<file path="src/rtl/serdma_pkg.sv">
package serdma_pkg;
    localparam int WORD_W  = 32;
    localparam int BYTE_W  = 8;
    localparam int N_LANES = WORD_W / BYTE_W;

    typedef enum logic [2:0] {
        ST_IDLE = 3'd0,
        ST_REQ  = 3'd1,
        ST_WAIT = 3'd2,
        ST_STEP = 3'd3,
        ST_DONE = 3'd4
    } mover_state_e;
endpackage

</file>
<file path="src/rtl/serdma_lane.sv">
module serdma_lane
    import serdma_pkg::*;
#(
    parameter int TX_LANE = 1
) (
    input  logic [WORD_W-1:0] word_i,
    input  logic [BYTE_W-1:0] char_i,
    output logic [BYTE_W-1:0] tx_byte_o,
    output logic [WORD_W-1:0] rep_word_o
);
    // transmit character taken from a fixed byte lane
    assign tx_byte_o = word_i[TX_LANE*BYTE_W +: BYTE_W];

    // receive character copied into every byte lane
    for (genvar g = 0; g < N_LANES; g++) begin : g_rep
        assign rep_word_o[g*BYTE_W +: BYTE_W] = char_i;
    end
endmodule

</file>
<file path="src/rtl/serdma_bound.sv">
module serdma_bound #(
    parameter int ADDR_W      = 32,
    parameter int TX_PAGE_LG2 = 12,
    parameter int RX_PAGE_LG2 = 11
) (
    input  logic [ADDR_W-1:0] addr_i,
    input  logic              dir_tx_i,
    output logic [ADDR_W-1:0] next_addr_o,
    output logic              wrap_o
);
    localparam logic [ADDR_W-1:0] STRIDE  = ADDR_W'(4);
    localparam logic [ADDR_W-1:0] TX_MASK = ADDR_W'((64'd1 << TX_PAGE_LG2) - 64'd4);
    localparam logic [ADDR_W-1:0] RX_MASK = ADDR_W'((64'd1 << RX_PAGE_LG2) - 64'd4);

    logic [ADDR_W-1:0] mask;

    assign next_addr_o = addr_i + STRIDE;
    assign mask        = dir_tx_i ? TX_MASK : RX_MASK;
    assign wrap_o      = ((next_addr_o & mask) == '0);
endmodule

</file>
<file path="src/rtl/serdma_mover.sv">
module serdma_mover
    import serdma_pkg::*;
#(
    parameter int ADDR_W      = 32,
    parameter int TX_PAGE_LG2 = 12,
    parameter int RX_PAGE_LG2 = 11,
    parameter int TX_LANE     = 1,
    localparam int CNT_W      = RX_PAGE_LG2 + 1
) (
    input  logic              clk,
    input  logic              rst_n,
    input  logic              start_i,
    input  logic              dir_tx_i,
    input  logic [ADDR_W-1:0] start_addr_i,
    input  logic              loop_en_i,
    output logic              mem_req_o,
    output logic              mem_we_o,
    output logic [ADDR_W-1:0] mem_addr_o,
    output logic [31:0]       mem_wdata_o,
    input  logic              mem_ack_i,
    input  logic [31:0]       mem_rdata_i,
    output logic              tx_valid_o,
    output logic [7:0]        tx_byte_o,
    output logic              lb_push_o,
    input  logic              rx_empty_i,
    input  logic [7:0]        rx_data_i,
    output logic              rx_pop_o,
    output logic              done_o,
    output logic [CNT_W-1:0]  done_count_o,
    output logic              refresh_o
);
    localparam logic [CNT_W-1:0] CHAR_BYTES = CNT_W'(N_LANES);
    localparam logic [CNT_W-1:0] TX_OK      = CNT_W'(1);

    typedef struct packed {
        mover_state_e      st;
        logic [ADDR_W-1:0] addr;
        logic              tx;
        logic [WORD_W-1:0] word;
        logic [CNT_W-1:0]  cnt;
        logic              refresh;
    } regs_t;

    regs_t q, d;

    logic [ADDR_W-1:0] next_addr;
    logic              wrap;
    logic [WORD_W-1:0] rep_word;
    logic [BYTE_W-1:0] lane_byte;

    serdma_bound #(
        .ADDR_W     (ADDR_W),
        .TX_PAGE_LG2(TX_PAGE_LG2),
        .RX_PAGE_LG2(RX_PAGE_LG2)
    ) u_bound (
        .addr_i     (q.addr),
        .dir_tx_i   (q.tx),
        .next_addr_o(next_addr),
        .wrap_o     (wrap)
    );

    serdma_lane #(
        .TX_LANE(TX_LANE)
    ) u_lane (
        .word_i    (q.word),
        .char_i    (rx_data_i),
        .tx_byte_o (lane_byte),
        .rep_word_o(rep_word)
    );

    always_comb begin
        d          = q;
        d.refresh  = 1'b0;
        mem_req_o  = 1'b0;
        tx_valid_o = 1'b0;
        rx_pop_o   = 1'b0;
        done_o     = 1'b0;

        unique case (q.st)
            ST_IDLE: begin
                if (start_i) begin
                    d.addr = {start_addr_i[ADDR_W-1:2], 2'b00};
                    d.tx   = dir_tx_i;
                    d.cnt  = '0;
                    d.word = '0;
                    d.st   = ST_REQ;
                end
            end
            ST_REQ: begin
                if (!q.tx && rx_empty_i) begin
                    d.st = ST_DONE;
                end else begin
                    if (!q.tx) begin
                        rx_pop_o = 1'b1;
                        d.word   = rep_word;
                    end
                    d.st = ST_WAIT;
                end
            end
            ST_WAIT: begin
                mem_req_o = 1'b1;
                if (mem_ack_i) begin
                    if (q.tx) begin
                        d.word = mem_rdata_i;
                    end
                    d.st = ST_STEP;
                end
            end
            ST_STEP: begin
                d.addr = next_addr;
                if (q.tx) begin
                    tx_valid_o = 1'b1;
                end else begin
                    d.cnt = q.cnt + CHAR_BYTES;
                end
                d.st = wrap ? ST_DONE : ST_REQ;
            end
            ST_DONE: begin
                done_o    = 1'b1;
                d.refresh = 1'b1;
                d.st      = ST_IDLE;
            end
            default: d.st = ST_IDLE;
        endcase
    end

    always_ff @(posedge clk) begin
        if (!rst_n) begin
            q <= '{st: ST_IDLE, default: '0};
        end else begin
            q <= d;
        end
    end

    assign mem_we_o     = !q.tx;
    assign mem_addr_o   = q.addr;
    assign mem_wdata_o  = q.tx ? '0 : q.word;
    assign tx_byte_o    = tx_valid_o ? lane_byte : '0;
    assign lb_push_o    = tx_valid_o && loop_en_i;
    assign done_count_o = done_o ? (q.tx ? TX_OK : q.cnt) : '0;
    assign refresh_o    = q.refresh;
endmodule

</file>
<file path="config.mk">
export PLATFORM = sky130hd
export DESIGN_NAME = serdma_mover
export DESIGN_NICKNAME = d
export VERILOG_FILES = /design/src/rtl/serdma_pkg.sv /design/src/rtl/serdma_lane.sv /design/src/rtl/serdma_bound.sv /design/src/rtl/serdma_mover.sv
export SDC_FILE = /design/constraint.sdc
export NUM_CORES = 1
export LEC_CHECK = 0
export ABC_AREA = 1
export BUFFER_PORTS_ARGS = -buffer_cell sky130_fd_sc_hd__buf_2
export CAP_MARGIN = 20
export CORE_UTILIZATION = 55
export DETAILED_ROUTE_END_ITERATION = 7
export PLACE_DENSITY = 0.87
export SYNTH_ARGS = -nofsm -noshare
export SYNTH_HDL_FRONTEND = slang
export SYNTH_SLANG_ARGS = --single-unit
export TNS_END_PERCENT = 5
</file>
<file path="constraint.sdc">
create_clock -name clk -period 4.1 [get_ports clk]
set_input_delay 0.41 -clock clk [delete_from_list [all_inputs] [get_ports clk]]
set_output_delay 0.41 -clock clk [all_outputs]
set_load 0.03 [all_outputs]
</file>
; ---- After elaboration in Yosys (flattened, before gate mapping)
; Cells that the tools add are included.
; W data, S select, Z words.
[op_classes]
addsub = 2
multipliers = 0
div_mod_pow = 0
magnitude_cmp = 0
eq_ne = 10
shift = 0
n_mux = 25
bitwise = 1
n_reduce_logical = 12
[ops]
columns = op, count
row1 = $mux W32, 5
row2 = $pmux W32 S3, 1
row3 = $mux W80, 1
row4 = $pmux W32 S2, 1
row5 = $mux W12, 4
row6 = $add A32 B3 Y32 const B, 1
row7 = $and A32 B32 Y32, 1
row8 = $logic_not A32 Y1, 1
row9 = $pmux W12 S2, 1
row10 = $add A12 B3 Y12 const B, 1
row11 = $ne A2 B2 Y1 const B, 6
row12 = $pmux W3 S4, 1
row13 = $mux W3, 3
row14 = $mux W8, 1
row15 = $mux W1, 7
row16 = $eq A3 B2 Y1 const B, 2
row17 = $reduce_and A2 Y1, 3
row18 = $reduce_and A6 Y1, 1
row19 = $eq A3 B1 Y1 const B, 1
row20 = $eq A3 B3 Y1 const B, 1
row21 = $logic_not A3 Y1, 1
row22 = $reduce_and A3 Y1, 1
row23 = $reduce_bool A3 Y1, 1
row24 = $logic_and A1 B1 Y1, 2
row25 = other kinds (2), 2
[word_totals]
ff_bits = 81
latchBits = 0
mem_bits_rw = 0
mem_bits_ro = 0
input_bits = 79
out_inout_bits = 91
memories = 0

; ---- Logic depth before layout (Yosys ltp)
; Gate-level depths: netlist of the first run.
[depth]
depth_word = 5
mapped_depth = 11
ltp_nobuf = 11

; ---- Modules after synthesis
; Synthesis of the first run repeated with hierarchy kept, for this count alone.
[hier_totals]
hier_cells = 1000
hier_area_um2 = 5870.6
[by_module_without_submodules]
columns = mod, n_inst, cells_per_inst, area_each_um2, seq_area_each_um2
row1 = serdma_mover, 1, 752, 4508.1, 1581.5
row2 = serdma_bound, 1, 208, 1062.3, 0.0
row3 = serdma_lane, 1, 40, 300.3, 0.0

; ---- Worst setup path before layout of the first run
; Ideal clock, no wire load.
[synth_timing]
kind = register to output
startpoint = register q[78] in the netlist's numbering
endpoint = output done_count_o[10]
t_arrival_ns = 1.452
slack_ns = 2.238
stages_incl_launch_ff = 6
n_path_buf = 0
cell_sequence = dfxtp_1 > nor2_1 > nand2_1 > inv_1 > nand2_1 > nor2_1
[synth_via]
elab_chain_cells = 3
[synth_rtl]
columns = element, line
row1 = start: declaration, serdma_mover.sv:44  ; regs_t q, d;
row2 = start signal: assignment, serdma_mover.sv:129  ; q <= '{st: ST_IDLE, default: '0};
row3 = start signal: assignment, serdma_mover.sv:131  ; q <= d;
row4 = $eq A3 B3 Y1, serdma_mover.sv:79  ; unique case (q.st)
row5 = $mux W1, serdma_mover.sv:79
row6 = net done_o, serdma_mover.sv:28  ; output logic done_o,
row7 = $mux W12, serdma_mover.sv:140  ; assign done_count_o = done_o ? (q.tx ? TX_OK : q.cnt) : '0;
row8 = end: declaration, serdma_mover.sv:29  ; output logic [CNT_W-1:0] done_count_o,
; The timed path passes the listed nets, and every way through them passes these cells.

; ---- Worst setup path after layout of the first run
[layout_timing]
startpoint = register q[80] in the netlist's numbering
endpoint = output mem_req_o
[layout_via]
elab_chain_cells = 2
[layout_rtl]
columns = element, line
row1 = $eq A3 B2 Y1, serdma_mover.sv:79
row2 = $mux W1, serdma_mover.sv:79
row3 = end: declaration, serdma_mover.sv:16  ; output logic mem_req_o,
; Every way passes these cells.

==> impl_metrics.py, run 1 <==
metrics = {
    "run_status": {
        "status": "completed",
    },
    "critical_path": {
        "crit_fanout": 34,
        "crit_chain": "inv_2, nand3_1, clkinv_1, buf_2",
        "cp.arrival_ns": 2.26,
        "r2r_start": "q[45]$_SDFFE_PN0P_",
        "criticalPathCategory": "register to primary output",
        "critPathLaunchType": "register",
        "critical-path-top-delay-family": "buffers and inverters",
        "cpMaxStageDelayCell": "clkinv_1",
        "cp.buffers_inverters": 3,
        "cp.required_ns": 3.69,
        "setup.worst_path.end_class": "primary output",
        "cpPeakStageDelay_ns": 0.73,
        "cp-startpoint": "q[80]$_SDFFE_PN0P_",
    },
    "timing": {
        "setup_viol_count_final": 0,
        "rsz0062_at_grt": "false",
        "relSlewSlack_pct": 32.9,
        "worstMarginPinSlew_ns": 1.00,
        "timing.setup.tns_ns": 0,
        "finalCritPeriodShare_pct": 65.1,
        "hold_slack_ns": 0.280,
        "drv_slew": 0,
        "hold_viol": 0,
        "finalClockSkew_ns": 0.0125,
        "fin_crit_ns": 2.67,
        "clock.fmax_mhz": 375,
    },
    "cells_and_area": {
        "utilization_pct": 67.5,
        "areaGrowthSynthToFinish_pct": 17.3,
        "nFillCells": 799,
        "layout-drive-gt1-share_pct": 22.4,
        "final_cells": 1011,
        "final_nets": 982,
        "insertedDiodeCount": 0,
    },
    "die": {
        "die-area_sq_um": 9100,
        "core_region_area_sq_um": 8340,
        "start_util_pct": 57.5,
        "die_y_um": 95.4,
        "ios": 170,
        "num_rows": 33,
        "die_w_um": 95.4,
    },
    "power_and_ir_drop": {
        "leakage_nw": 2.77,
        "power_mw": 2.23,
        "ir_drop_uv": 285,
        "power_density_nw_per_um2": 396,
    },
    "yosys": {
        "synth.distinct_cells": 37,
        "yosysTopAreaCell": "dfxtp_1",
        "yosys.area.top_type_share_pct": 32.1,
        "async_reset_ff_share_pct": 0,
        "syn_area_per_cell_sq_um": 6.11,
        "ys.flop_type": "dfxtp_1",
        "syn_inst": 785,
        "ys_top_cells_by_count": "203 x nand2_1, 111 x nor2_1, 84 x inv_1",
        "synth_area_sq_um": 4800,
        "synth_most_common_cell": "nand2_1",
        "synth_area_leaders": "dfxtp_1 32%, nand2_1 16%, nor2_1 8.7%",
        "yosysWarningCount": 0,
        "synth_edf_count": 0,
        "ys_ff_latch": 77,
        "ys_seq_area_share_pct": 32.1,
    },
    "clocking": {
        "clkSlewWorstSetupHoldPaths_ns": 0.09,
        "cts_max_level": 3,
        "cts_root_buf": "clkbuf_8",
        "clock_latency_ns": 0.36,
        "cts_max_path_buffers": 2,
        "cts-resized-gates": 0,
        "numClockSinks": 77,
        "holdBufCountCts": 0,
        "cts_setup_buffers": 0,
        "cts_made_buffers": 9,
        "cts_tree": "yes",
    },
    "route": {
        "drc": 0,
        "vias": 5239,
        "via_per_inst": 5.18,
        "wl_um": 13100,
        "wl_per_cell_um": 12.9,
        "drt_iter0_drc": 273,
        "drtPass1Iterations": 5,
        "postRouteAntennaNets": 0,
    },
    "global_route": {
        "grt_busiest_layer": "met2",
        "grt_use_met2_pct": 46.7,
        "grt_pass1_vias": 4519,
        "grt_pass1_wl_um": 20700,
        "antenna_found_initial": 0,
        "grt-ovfl-total": 0,
        "met3_usage_pct": 6.86,
        "grt_max_degree": 65,
        "use_met1_pct": 38.7,
        "grtUsageTotal_pct": 28.9,
    },
    "placement": {
        "io_buffer_count": 164,
        "hpwl_um": 9420,
        "gp_congestion": 0.874,
        "dp.cells": 995,
    },
    "flow_run": {
        "maxCapViolCount": 0,
    },
    "worst_hold_path": {
        "hp-class": "input pin to register",
        "worstHoldStart": "start_addr_i[5]",
    },
}
## placed cells by master, fill, tap and decap left out, types with 4 or more instances in the layout
| cell | n |
|---|---|
| nand2_1 | 203 |
| buf_2 | 164 |
| nor2_1 | 111 |
| inv_1 | 84 |
| a21oi_1 | 77 |
| dfxtp_1 | 77 |
| o21ai_0 | 58 |
| nand3_1 | 27 |
| o21ai_1 | 14 |
| nor3_1 | 10 |
| nand4_1 | 10 |
| clkbuf_8 | 9 |
| xor2_1 | 7 |
| inv_2 | 6 |
| nand2_2 | 5 |
| a31oi_1 | 4 |
## power breakdown
| group | switching (mW) | internal, mW | total (mW) |
|---|---|---|---|
| Clock | 0.303 | 0.407 | 0.710 |
| Combinational | 0.447 | 0.181 | 0.627 |
| Sequential | 0.0602 | 0.833 | 0.893 |
| Total | 0.810 | 1.42 | 2.23 |
## per-stage QoR
step           instance area (sq um)  setup slack, ns
5_1_grt                         5630             1.29
6_report                        5630             1.43
4_1_cts                         5630             1.43
3_3_place_gp                    5380             1.75
2_1_floorplan                   4810             2.24
3_5_place_dp                    5380             1.71
## final cells by class
| cell class | instances | area [sq um] | share of cell area [%] |
|---|---|---|---|
| multi-input cells | 553 | 2520 | 44.7 |
| flip-flops and latches | 77 | 1540 | 27.4 |
| repair buffers | 167 | 843 | 15.0 |
| inverters | 93 | 349 | 6.20 |
| well taps | 105 | 131 | 2.33 |
| clock buffers | 9 | 124 | 2.20 |
| clock inverters | 7 | 124 | 2.20 |
## worst paths after layout
kind | endpoint | slack, ns | cells past startpoint
worst max register to register | q[24]$_SDFFE_PN0P_ | 1.68 | 7
worst min-delay path | mem_addr_o[5]$_SDFFE_PN0P_ | 0.28 | 3
worst min register to register | q[14]$_SDFFE_PN0P_ | 0.46 | 2
worst max-delay path | mem_req_o | 1.43 | 4
## per-layer routing
metal | vias up | wire, um
met2 | 207 | 6140
met5 | - | 0
met3 | 12 | 1000
met1 | 2330 | 5780
li1 | 2690 | -
met4 | 0 | 153
## registers in the layout (all words and copies together) (netlist names)
register	count
refresh_o	1
mem_addr_o	30
q	46
## cell families after synthesis
logic type	Yosys count	synth area share [%]
buffers and inverters	157	15.6
and+or+nand+nor	377	32.5
DFF	77	32.1
xor gates and xnor gates	9	1.64
other	1	0.0782
AOI/OAI and AO/OA	162	17.5
adders and majority gates	2	0.521
## tightest hold or removal path, cell delays in order
cell and delay, ns:
buf_2 0.07, a21oi_1 0.05, nor2_1 0.07
No activity file was read; power rests on OpenSTA's default activity.
==> inputs of run 2 (changes only) <==
CORE_UTILIZATION = 46   (was 55)
PLACE_DENSITY = 0.78   (was 0.87)
clock period = 2.4 ns   (was 4.1 ns; I/O delays follow)
==> impl_metrics.py, run 2 (synthesis gave the netlist of run 1 again) <==
metrics = {
    "cells_and_area": {
        "areaGrowthSynthToFinish_pct": 18.1,
        "layout_commonest_cell": "nand2_1",
        "layout_common_cells": "203 x nand2_1, 164 x buf_2, 111 x nor2_1",
        "regMostFlops": "q",
        "layout-drive-gt1-share_pct": 22.7,
        "largest_register_ffs": 46,
        "final_nets": 986,
    },
    "power_and_ir_drop": {
        "p_sw_mw": 1.36,
        "comb_power_share_pct": 29.2,
        "internal-power_mw": 2.32,
        "p_clk_share_pct": 29.3,
        "power_density_nw_per_um2": 649,
        "seq_power_share_pct": 41.5,
        "leakage_nw": 2.77,
        "switching_share_pct": 36.9,
        "ir_drop_uv": 474,
    },
    "clocking": {
        "clock_latency_ns": 0.35,
        "cts-resized-gates": 0,
        "numClockSinks": 77,
        "cts_max_level": 3,
        "cts_tree": "yes",
        "cts_made_buffers": 9,
        "cts_root_buf": "clkbuf_8",
        "cts_max_path_buffers": 2,
        "holdBufCountCts": 0,
        "cts_setup_buffers": 0,
        "clkSlewWorstSetupHoldPaths_ns": 0.09,
    },
    "global_route": {
        "grtUsageTotal_pct": 24.1,
        "grt-ovfl-total": 0,
        "grt_max_degree": 65,
        "grt_pass1_vias": 4657,
        "antenna_found_initial": 3,
        "grt_pass1_wl_um": 21500,
    },
    "route": {
        "drtPass1Iterations": 5,
        "postRouteAntennaNets": 0,
        "vias": 5121,
        "wl_per_cell_um": 12.5,
        "wl_um": 13000,
        "drc": 0,
        "drt_iter0_drc": 350,
        "via_per_inst": 4.90,
    },
    "critical_path": {
        "crit_fanout": 35,
        "cp.required_ns": 2.16,
        "setup.worst_path.end_class": "primary output",
        "cp.arrival_ns": 1.88,
        "criticalPathCategory": "register to primary output",
        "r2r_start": "q[80]$_SDFFE_PN0P_",
        "cp-startpoint": "q[45]$_SDFFE_PN0P_",
        "crit_chain": "buf_4, nand2_1, nor2_1, buf_2",
        "cpMaxStageDelayCell": "dfxtp_1",
        "cpPeakStageDelay_ns": 0.40,
        "critPathLaunchType": "register",
    },
    "timing": {
        "setup_viol_count_final": 0,
        "worstMarginPinSlew_ns": 0.565,
        "clock.fmax_mhz": 472,
        "timing.setup.tns_ns": 0,
        "finalClockSkew_ns": 0.0119,
        "finalCritPeriodShare_pct": 88.2,
        "fin_crit_ns": 2.12,
        "drv_slew": 0,
        "relSlewSlack_pct": 62.4,
        "hold_viol": 0,
        "hold_slack_ns": 0.133,
        "rsz0062_at_grt": "false",
    },
    "run_status": {
        "status": "completed",
    },
    "worst_hold_path": {
        "hp-class": "input pin to register",
        "worstHoldStart": "start_addr_i[4]",
    },
    "die": {
        "die_y_um": 104,
        "die-area_sq_um": 10800,
        "start_util_pct": 48.2,
        "num_rows": 36,
        "die_w_um": 104,
        "ios": 170,
        "core_region_area_sq_um": 9950,
    },
    "placement": {
        "gp_congestion": 0.851,
        "hpwl_um": 9690,
        "io_buffer_count": 164,
    },
    "flow_run": {
        "maxCapViolCount": 0,
    },
}
run 2: cell count changes in the layout (fill, tap and decap cells not counted):
cell	delta
diode_2	+3
clkinvlp_4	+1
bufinv_16	-1
clkinv_4	-2
buf_4	+4
clkinv_2	+1
run 2: through the flow:
step           total power, mW  area (sq um)  worst slack (ns)  util [%]  cells
6_report                  3.68          5670             0.282      56.9   1045
5_1_grt                   3.86          5660             0.108      56.9   1044
4_1_cts                   3.69          5660             0.253      56.9   1042
3_5_place_dp              2.63          5450             0.445      54.7   1027
3_3_place_gp              2.62          5450             0.474      54.7   1027
2_1_floorplan             2.40          4810             0.708         -    787
run 2: layer usage:
layer	track usage (%)	vias to the layer above	share of wire, %
met5	0	-	0
met4	5.61	0	0.76
met3	6.77	9	8.0
met2	39.8	161	46
met1	31.1	2250	45
li1	-	2701	-
run 2: worst max-delay path: cells and delay by family (launching register included):
family                 cells  cell delay, ns
buffers and inverters      2            0.60
DFF                        1            0.40
and+or+nand+nor            2            0.53
run 2: worst paths after layout:
check	cells after the start	slack, ns	endpoint
setup / recovery	4	0.28	tx_byte_o[6]
hold / removal	3	0.13	mem_addr_o[4]$_SDFFE_PN0P_
setup reg to reg	9	0.44	mem_addr_o[22]$_SDFFE_PN0P_
hold reg to reg	2	0.46	q[41]$_SDFFE_PN0P_
run 2: power groups by stage:
stage / clock network, mW / registers, mW / logic (mW)
after floorplan: 0 / 1.52 / 0.872
after global placement: 0 / 1.55 / 1.07
after detailed placement: 0 / 1.55 / 1.08
after CTS: 1.09 / 1.52 / 1.08
after global routing: 1.13 / 1.54 / 1.19
final: 1.08 / 1.52 / 1.08
run 2: cell type report:
class | instances | area, sq um
Multi-Input combinational cell | 553 | 2520
Inverter | 93 | 349
Tap cell | 133 | 166
Antenna cell | 3 | 7.51
Sequential cell | 77 | 1540
Timing Repair Buffer | 171 | 873
Clock buffer | 9 | 124
Clock inverter | 6 | 88.8
Fill cell | 1074 | 4290
==> inputs of run 3 (changes only) <==
CORE_ASPECT_RATIO = 1.5   (was not set)
==> impl_metrics.py, run 3 (synthesis gave the netlist of run 1 again) <==
metrics = {
    "die": {
        "num_rows": 45,
        "core_region_area_sq_um": 10100,
        "die_w_um": 85.4,
        "die-area_sq_um": 10900,
        "ios": 170,
        "die_y_um": 127,
        "start_util_pct": 47.3,
    },
    "critical_path": {
        "rr_worst_depth": 9,
        "critPathLaunchType": "register",
        "setup.worst_path.end_class": "primary output",
        "crit_fanout": 37,
        "cp.arrival_ns": 1.86,
        "cp.required_ns": 2.16,
        "criticalPathCategory": "register to primary output",
    },
    "timing": {
        "finalCritPeriodShare_pct": 87.3,
        "hold_slack_ns": 0.131,
        "timing.setup.tns_ns": 0,
        "drv_slew": 0,
        "relSlewSlack_pct": 63.5,
        "rsz0062_at_grt": "false",
        "setup_viol_count_final": 0,
        "hold_viol": 0,
        "clock.fmax_mhz": 477,
        "finalClockSkew_ns": 0.00479,
        "fin_crit_ns": 2.10,
        "worstMarginPinSlew_ns": 0.547,
    },
    "route": {
        "postRouteAntennaNets": 0,
        "drtPass1Iterations": 5,
        "vias": 5162,
        "wl_um": 13400,
        "drc": 0,
        "drt_iter0_drc": 216,
        "via_per_inst": 5.03,
        "wl_per_cell_um": 13.0,
    },
    "placement": {
        "hpwl_um": 9920,
        "dp.cells": 1011,
        "gp_congestion": 0.908,
        "io_buffer_count": 164,
    },
    "cells_and_area": {
        "nFillCells": 1079,
        "insertedDiodeCount": 0,
        "final_cells": 1027,
        "largest_register_ffs": 46,
        "layout_commonest_cell": "nand2_1",
        "regMostFlops": "q",
        "layout_common_cells": "203 x nand2_1, 164 x buf_2, 111 x nor2_1",
        "final_nets": 986,
        "layout-drive-gt1-share_pct": 22.7,
        "areaGrowthSynthToFinish_pct": 19.8,
    },
    "global_route": {
        "antenna_found_initial": 0,
        "grt_pass1_wl_um": 21300,
        "grt_max_degree": 65,
        "grtUsageTotal_pct": 25.0,
        "grt_pass1_vias": 4613,
        "grt-ovfl-total": 0,
    },
    "worst_hold_path": {
        "min_path_cells": 3,
        "hp-class": "input pin to register",
    },
    "power_and_ir_drop": {
        "switching_share_pct": 34.9,
        "p_sw_mw": 1.42,
        "ir_drop_uv": 354,
        "seq_power_share_pct": 37.4,
        "internal-power_mw": 2.66,
        "comb_power_share_pct": 26.4,
        "power_density_nw_per_um2": 710,
        "leakage_nw": 2.82,
        "p_clk_share_pct": 36.2,
    },
    "clocking": {
        "cts_tree": "yes",
        "cts-resized-gates": 0,
        "cts_max_level": 3,
        "cts_made_buffers": 9,
        "clock_latency_ns": 0.34,
        "numClockSinks": 77,
        "clkSlewWorstSetupHoldPaths_ns": 0.06,
        "cts_setup_buffers": 0,
        "cts_root_buf": "clkbuf_16",
        "cts_max_path_buffers": 2,
        "holdBufCountCts": 0,
    },
    "run_status": {
        "status": "completed",
    },
    "flow_run": {
        "maxCapViolCount": 0,
    },
}
run 3: path summary, 6_finish.rpt:
path                              startpoint                           to  slack [ns]
setup / recovery          q[45]$_SDFFE_PN0P_                 tx_byte_o[4]        0.30
hold / removal               start_addr_i[5]   mem_addr_o[5]$_SDFFE_PN0P_        0.13
setup reg to reg  mem_addr_o[3]$_SDFFE_PN0P_  mem_addr_o[22]$_SDFFE_PN0P_        0.49
hold reg to reg           q[19]$_SDFFE_PN0P_           q[19]$_SDFFE_PN0P_        0.45
run 3: worst max-delay path: stages (launching register included):
cell and delay [ns]:
dfxtp_1 0.33, buf_4 0.39, nand2_1 0.39, nor2_1 0.19, buf_2 0.22
run 3: final cells by class:
cell class / instances / area (sq um) / share of cell area (%)
clock buffer: 9 / 225 / 3.92
multi-input combinational: 553 / 2520 / 43.8
tap: 117 / 146 / 2.55
clock inverter: 7 / 97.6 / 1.70
inverter: 93 / 349 / 6.07
sequential: 77 / 1540 / 26.8
timing repair buffer: 171 / 873 / 15.2
run 3: power by group through the flow:
stage / combinational [mW] / sequential [mW] / clock, mW
after floorplan: 0.872 / 1.52 / 0
after global placement: 1.07 / 1.55 / 0
after detailed placement: 1.08 / 1.55 / 0
after CTS: 1.08 / 1.52 / 1.51
after global routing: 1.19 / 1.54 / 1.57
final: 1.08 / 1.53 / 1.48
run 3: routing by layer:
layer | global-route usage (%) | share of wire (%)
met4 | 10.7 | 2.5
met3 | 4.59 | 4.8
met5 | 0 | 0
met2 | 47.2 | 52
met1 | 26.8 | 40
run 3: through the flow:
stage                     total power, mW  util, %  setup slack [ns]  cell area, sq um
after global routing                 4.31     56.7             0.202              5750
after global placement               2.62     53.5             0.538              5430
final                                4.08     56.7             0.304              5750
after floorplan                      2.40        -             0.708              4810
after detailed placement             2.63     53.5             0.515              5430
after CTS                            4.12     56.7             0.306              5750
